File: src/rtl/align_exc_pkg.sv
package align_exc_pkg;

  localparam int unsigned WORD_W = 32;
  localparam int unsigned SIZE_W = 2;

  // machine-state bit indices in vector (little) order: index = 31 - big-endian bit
  localparam int unsigned MS_POW = 18;
  localparam int unsigned MS_ILE = 16;
  localparam int unsigned MS_EE  = 15;
  localparam int unsigned MS_PR  = 14;
  localparam int unsigned MS_FP  = 13;
  localparam int unsigned MS_SE  = 10;
  localparam int unsigned MS_BE  = 9;
  localparam int unsigned MS_IR  = 5;
  localparam int unsigned MS_DR  = 4;
  localparam int unsigned MS_RI  = 1;
  localparam int unsigned MS_LE  = 0;

  typedef enum logic [SIZE_W-1:0] {
    SZ_BYTE   = 2'd0,
    SZ_HALF   = 2'd1,
    SZ_WORD   = 2'd2,
    SZ_DOUBLE = 2'd3
  } acc_size_e;

  typedef enum logic {
    FORM_IMM   = 1'b0,
    FORM_INDEX = 1'b1
  } addr_form_e;

  function automatic logic [WORD_W-1:0] entry_clear_mask();
    logic [WORD_W-1:0] m;
    m = '0;
    m[MS_POW] = 1'b1;
    m[MS_EE]  = 1'b1;
    m[MS_PR]  = 1'b1;
    m[MS_FP]  = 1'b1;
    m[MS_SE]  = 1'b1;
    m[MS_BE]  = 1'b1;
    m[MS_IR]  = 1'b1;
    m[MS_DR]  = 1'b1;
    m[MS_RI]  = 1'b1;
    return m;
  endfunction

endpackage

File: src/rtl/align_misalign_chk.sv
module align_misalign_chk
  import align_exc_pkg::*;
#(
  parameter int unsigned ADDR_W = 32
) (
  input  logic [ADDR_W-1:0] addr,
  input  logic [SIZE_W-1:0] size,
  output logic              misaligned
);

  localparam int unsigned NUM_SIZES = 1 << SIZE_W;

  logic [NUM_SIZES-1:0] low_bits_set;

  genvar k;
  generate
    for (k = 0; k < NUM_SIZES; k++) begin : g_size
      if (k == 0) begin : g_byte
        assign low_bits_set[k] = 1'b0;
      end else begin : g_wide
        assign low_bits_set[k] = |addr[k-1:0];
      end
    end
  endgenerate

  always_comb begin
    misaligned = low_bits_set[size];
  end

  logic unused_addr_hi;
  assign unused_addr_hi = ^addr[ADDR_W-1:NUM_SIZES-1];

endmodule

File: src/rtl/align_status_build.sv
module align_status_build
  import align_exc_pkg::*;
(
  input  logic [WORD_W-1:0] instr,
  input  logic              indexed,
  output logic [WORD_W-1:0] info
);

  logic [1:0] ext_field;
  logic       mid_bit;
  logic [3:0] op_field;
  logic [4:0] reg_field;
  logic [4:0] base_field;

  always_comb begin
    reg_field  = instr[25:21];
    base_field = instr[20:16];
    if (addr_form_e'(indexed) == FORM_INDEX) begin
      ext_field = instr[2:1];
      mid_bit   = instr[6];
      op_field  = instr[10:7];
    end else begin
      ext_field = 2'b00;
      mid_bit   = instr[26];
      op_field  = instr[30:27];
    end
  end

  always_comb begin
    info        = '0;
    info[16:15] = ext_field;
    info[14]    = mid_bit;
    info[13:10] = op_field;
    info[9:5]   = reg_field;
    info[4:0]   = base_field;
  end

  logic unused_instr;
  assign unused_instr = ^{instr[31], instr[15:11], instr[5:3], instr[0]};

endmodule

File: src/rtl/align_state_rewrite.sv
module align_state_rewrite
  import align_exc_pkg::*;
(
  input  logic [WORD_W-1:0] cur_state,
  output logic [WORD_W-1:0] entry_state
);

  logic [WORD_W-1:0] clr_mask;

  always_comb begin
    clr_mask           = entry_clear_mask();
    entry_state        = cur_state & ~clr_mask;
    entry_state[MS_LE] = cur_state[MS_ILE];
  end

endmodule

File: src/rtl/align_exc_capture.sv
module align_exc_capture
  import align_exc_pkg::*;
#(
  parameter int unsigned ADDR_W = 32
) (
  input  logic              clk,
  input  logic              rst_n,
  input  logic              acc_valid,
  input  logic [ADDR_W-1:0] acc_addr,
  input  logic [SIZE_W-1:0] acc_size,
  input  logic [WORD_W-1:0] instr,
  input  logic              indexed,
  input  logic              reserve_acc,
  input  logic [ADDR_W-1:0] cur_pc,
  input  logic [WORD_W-1:0] cur_state,
  output logic [ADDR_W-1:0] fault_addr,
  output logic [WORD_W-1:0] fault_info,
  output logic [WORD_W-1:0] new_state,
  output logic [ADDR_W-1:0] save_pc,
  output logic [WORD_W-1:0] save_state,
  output logic              resv_err,
  output logic              exc_taken
);

  logic              misaligned;
  logic              take_exc;
  logic [WORD_W-1:0] info_built;
  logic [WORD_W-1:0] state_built;

  logic [ADDR_W-1:0] fault_addr_q, fault_addr_d;
  logic [WORD_W-1:0] fault_info_q, fault_info_d;
  logic [WORD_W-1:0] new_state_q,  new_state_d;
  logic [ADDR_W-1:0] save_pc_q,    save_pc_d;
  logic [WORD_W-1:0] save_state_q, save_state_d;
  logic              resv_err_q,   resv_err_d;
  logic              exc_taken_q,  exc_taken_d;

  align_misalign_chk #(.ADDR_W(ADDR_W)) u_mis (
    .addr       (acc_addr),
    .size       (acc_size),
    .misaligned (misaligned)
  );

  align_status_build u_info (
    .instr   (instr),
    .indexed (indexed),
    .info    (info_built)
  );

  align_state_rewrite u_state (
    .cur_state   (cur_state),
    .entry_state (state_built)
  );

  assign take_exc = acc_valid & misaligned;

  always_comb begin
    fault_addr_d = fault_addr_q;
    fault_info_d = fault_info_q;
    new_state_d  = new_state_q;
    save_pc_d    = save_pc_q;
    save_state_d = save_state_q;
    resv_err_d   = resv_err_q;
    exc_taken_d  = take_exc;
    if (take_exc) begin
      fault_addr_d = acc_addr;
      fault_info_d = info_built;
      new_state_d  = state_built;
      save_pc_d    = cur_pc;
      save_state_d = cur_state;
      resv_err_d   = reserve_acc;
    end
  end

  always_ff @(posedge clk or negedge rst_n) begin
    if (!rst_n) begin
      fault_addr_q <= '0;
      fault_info_q <= '0;
      new_state_q  <= '0;
      save_pc_q    <= '0;
      save_state_q <= '0;
      resv_err_q   <= 1'b0;
    end else if (take_exc) begin
      fault_addr_q <= fault_addr_d;
      fault_info_q <= fault_info_d;
      new_state_q  <= new_state_d;
      save_pc_q    <= save_pc_d;
      save_state_q <= save_state_d;
      resv_err_q   <= resv_err_d;
    end
  end

  always_ff @(posedge clk or negedge rst_n) begin
    if (!rst_n) begin
      exc_taken_q <= 1'b0;
    end else begin
      exc_taken_q <= exc_taken_d;
    end
  end

  assign fault_addr = fault_addr_q;
  assign fault_info = fault_info_q;
  assign new_state  = new_state_q;
  assign save_pc    = save_pc_q;
  assign save_state = save_state_q;
  assign resv_err   = resv_err_q;
  assign exc_taken  = exc_taken_q;

endmodule

File: config.mk
export PLATFORM = sky130hd
export DESIGN_NAME = align_exc_capture
export DESIGN_NICKNAME = d
export VERILOG_FILES = /design/src/rtl/align_exc_pkg.sv /design/src/rtl/align_misalign_chk.sv /design/src/rtl/align_status_build.sv /design/src/rtl/align_state_rewrite.sv /design/src/rtl/align_exc_capture.sv
export SDC_FILE = /design/constraint.sdc
export NUM_CORES = 1
export LEC_CHECK = 0
export ABC_AREA = 1
export BUFFER_PORTS_ARGS = -buffer_cell sky130_fd_sc_hd__buf_2
export CAP_MARGIN = 10
export CORE_ASPECT_RATIO = 0.6
export CORE_MARGIN = 2
export CORE_UTILIZATION = 44
export DETAILED_ROUTE_END_ITERATION = 7
export GPL_TIMING_DRIVEN = 0
export PLACE_DENSITY = 0.81
export RECOVER_POWER = 100
export SYNTH_ARGS = -nofsm -noshare
export SYNTH_HDL_FRONTEND = slang
export SYNTH_SLANG_ARGS = --single-unit
File: constraint.sdc
create_clock -name clk -period 1 [get_ports clk]
set_clock_uncertainty 0.2 [all_clocks]
set_input_delay 0.1 -clock clk [delete_from_list [all_inputs] [get_ports clk]]
set_output_delay 0.1 -clock clk [all_outputs]
set_load 0.05 [all_outputs]
==> impl_metrics.tcl <==
set metrics [dict create \
    areaGrowthSynthToFinish_pct 104 \
    root_buffer "clkbuf_16" \
    grt_pass1_vias 6585 \
    layout.area.seq_mm2 0.00294 \
    synth.distinct_cells 13 \
    r2r_end "save_pc[13]" \
    path_class "reg2out" \
    synth_top_area_cell "dfrtp_1" \
    fin_setup_tns_ns -48.31 \
    min_period_ns 1.52 \
    core_area_mm2 0.0108 \
    grt_max_degree 65 \
    start_util_pct 46.0 \
    cts_tree "yes" \
    path_max_fanout 3 \
    cp.required_ns 0.70 \
    viasPerCell 5.98 \
    post-dp-hpwl_um 10900 \
    peakVddDrop_uv 1810 \
    drtIter0Drc 736 \
    layout.nets 1164 \
    rr_worst_depth 3 \
    drive_gt1_share_pct 48.6 \
    max_freq_mhz 659 \
    run_status "complete, but fails checks" \
    worstMarginPinSlew_ns 0.781 \
    layout_commonest_cell "nand2_1" \
    clock_latency_ns 0.41 \
    min_path_type "in2async" \
    maxCapViolCount 0 \
    synthXorXnorAreaFrac_pct 0 \
    numCtsBuffers 17 \
    row_count 29 \
    drt_wl_total_um 30300 \
    vias 7057 \
    fin_area_mm2 0.0101 \
    rr_startpoint "save_pc[13]" \
    rsz0062_at_grt "true" \
    power_leakage_uw 0.00534 \
    comb_power_share_pct 42.8 \
    finalSetupViolations 208 \
    synth.ff_latch_count 115 \
    max_slew_margin_pct 47.9 \
    power_uw 20800 \
    cts.htree.levels 4 \
    finalCritPeriodShare_pct 152 \
    p_int_uw 12100 \
    endpoint "save_state[23]" \
    placedCellCount 994 \
    final_cell_mix "206 x nand2_1, 143 x buf_6, 126 x buf_2" \
    swShare_pct 41.9 \
    final_max_slew_viol_count 0 \
    ant_nets 0 \
    antenna_found_initial 2 \
    violations "hold timing, setup timing" \
    final_cells 1181 \
    multiInputGateArea_mm2 0.00179 \
    synth_top_area_share_pct 58.1 \
    die_w_um 141 \
    fillers 324 \
    whs_ns -0.423 \
    diodes 0 \
    ios 297 \
    synth_fa_ha_area_share_pct 0 \
    cts_sinks 115 \
    synthTopCellsByArea "dfrtp_1 58%, nand2_1 18%, nand3_1 12%" \
    synth_area_per_cell_um2 8.70 \
    grt_overflow_total 0 \
    synth_top_family_by_area "simple AND/OR/NAND/NOR gates" \
    drtPass1Iterations 8 \
    gp_congestion 0.805 \
    hold_violations 53 \
    power_density_mw_per_mm2 2060 \
    pwr-share-seq_pct 30.0 \
    ys_warn_count 0 \
    cp-start-kind "register" \
    io_buffer_count 261 \
    clk_path_buf_depth 2 \
    synth_mux_area_share_pct 0 \
    crit_start "save_state[23]" \
    yosys.area_share.simple_pct 29.8 \
    critPathCaptureType "primary output" \
    die_h_um 86.2 \
    path_clk_slew_ns 0.06 \
    postPlaceCellArea_mm2 0.00692 \
    netlist_instances 570 \
    rrSetupSlack_ns -0.10 \
    design.die.area_mm2 0.0122 \
    power_frac_clock_pct 27.1 \
    grt_use_total_pct 39.9 \
    wl_per_cell_um 25.7 \
    power_switching_uw 8740 \
    ys_seq_area_share_pct 58.1 \
    drc 0 \
    crit_arrival_ns 1.22 \
    fin_ws_ns -0.517 \
    synth_compound_area_share_pct 0.606 \
    grt_pass1_wl_um 36500 \
    syn_area_mm2 0.00496 \
]
## cell families after synthesis
family / Yosys count
buffers and inverters: 94
and+or+nand+nor: 354
DFF: 115
other: 1
AOI/OAI and AO/OA: 6
## power groups by stage
stage | Sequential (uW) | Combinational [uW] | Clock (uW)
2_1_floorplan | 8390 | 2100 | 0
3_3_place_gp | 5910 | 6080 | 0
3_5_place_dp | 5920 | 6160 | 0
4_1_cts | 6040 | 7770 | 5400
5_1_grt | 6270 | 9130 | 5820
6_report | 6260 | 8930 | 5650
## worst max-delay path: stages, from the launching register on
cell and delay [ns]:
dfrtp_2 0.50, buf_8 0.16, buf_8 0.14
## routing by layer
metal	vias to the layer above	share of wire, %	global-route usage, %
met5	-	0.089	0
met4	4	9.6	21.5
met3	291	14	12.7
met2	785	46	69.3
met1	3325	31	44.6
li1	2652	-	-
## sequential cells by signal, summed over array words and instances, names as in the netlist
register    flops
save_state     32
fault_info     17
save_pc        32
exc_taken       1
fault_addr     32
resv_err        1
## repair_timing
action	in CTS	in global routing
pin swaps	2	16
hold endpoints to repair	229	119
gates cloned	0	0
resized for setup	291	108
hold buffers	118	2
buffers inserted	12	31
setup endpoints to repair	213	223
## Yosys cell counts
master,instances
nand2_1,238
dfrtp_1,115
nand3_1,114
buf_4,49
buf_2,20
clkbuf_1,10
inv_1,9
buf_1,5
o21ai_0,5
nand2_2,2
buf_6,1
conb_1,1
o21ai_1,1
## through the flow
step / hold WS [ns] / setup WS (ns) / util, %
after CTS: -0.550 / -0.421 / 89.4
after global routing: -0.360 / -0.527 / 93.7
after detailed placement: -0.122 / -0.516 / 64.2
after floorplan: -0.396 / -0.103 / -
after global placement: 0.133 / -1.94 / 63.9
final: -0.423 / -0.517 / 93.7
## area by class of cell
type	count	share of cell area (%)
Clock inverter	10	0.595
Buffer	84	8.26
Clock buffer	22	4.60
Multi-Input combinational cell	384	17.7
Sequential cell	115	29.1
Tap cell	139	1.72
Timing Repair Buffer	418	37.7
Inverter	9	0.335
## worst min-delay path by stage
stage,startpoint,end,slack [ns],cells past startpoint
floorplan,rst_n,exc_taken,-0.40,0
global placement,cur_state[1],save_state[1],0.13,3
detailed placement,rst_n,save_state[20],-0.12,1
CTS,rst_n,save_state[20],-0.55,1
global route,rst_n,save_state[17],-0.36,1
finish,rst_n,save_state[17],-0.42,1
Note: power is estimated with default switching activity, not from simulation.
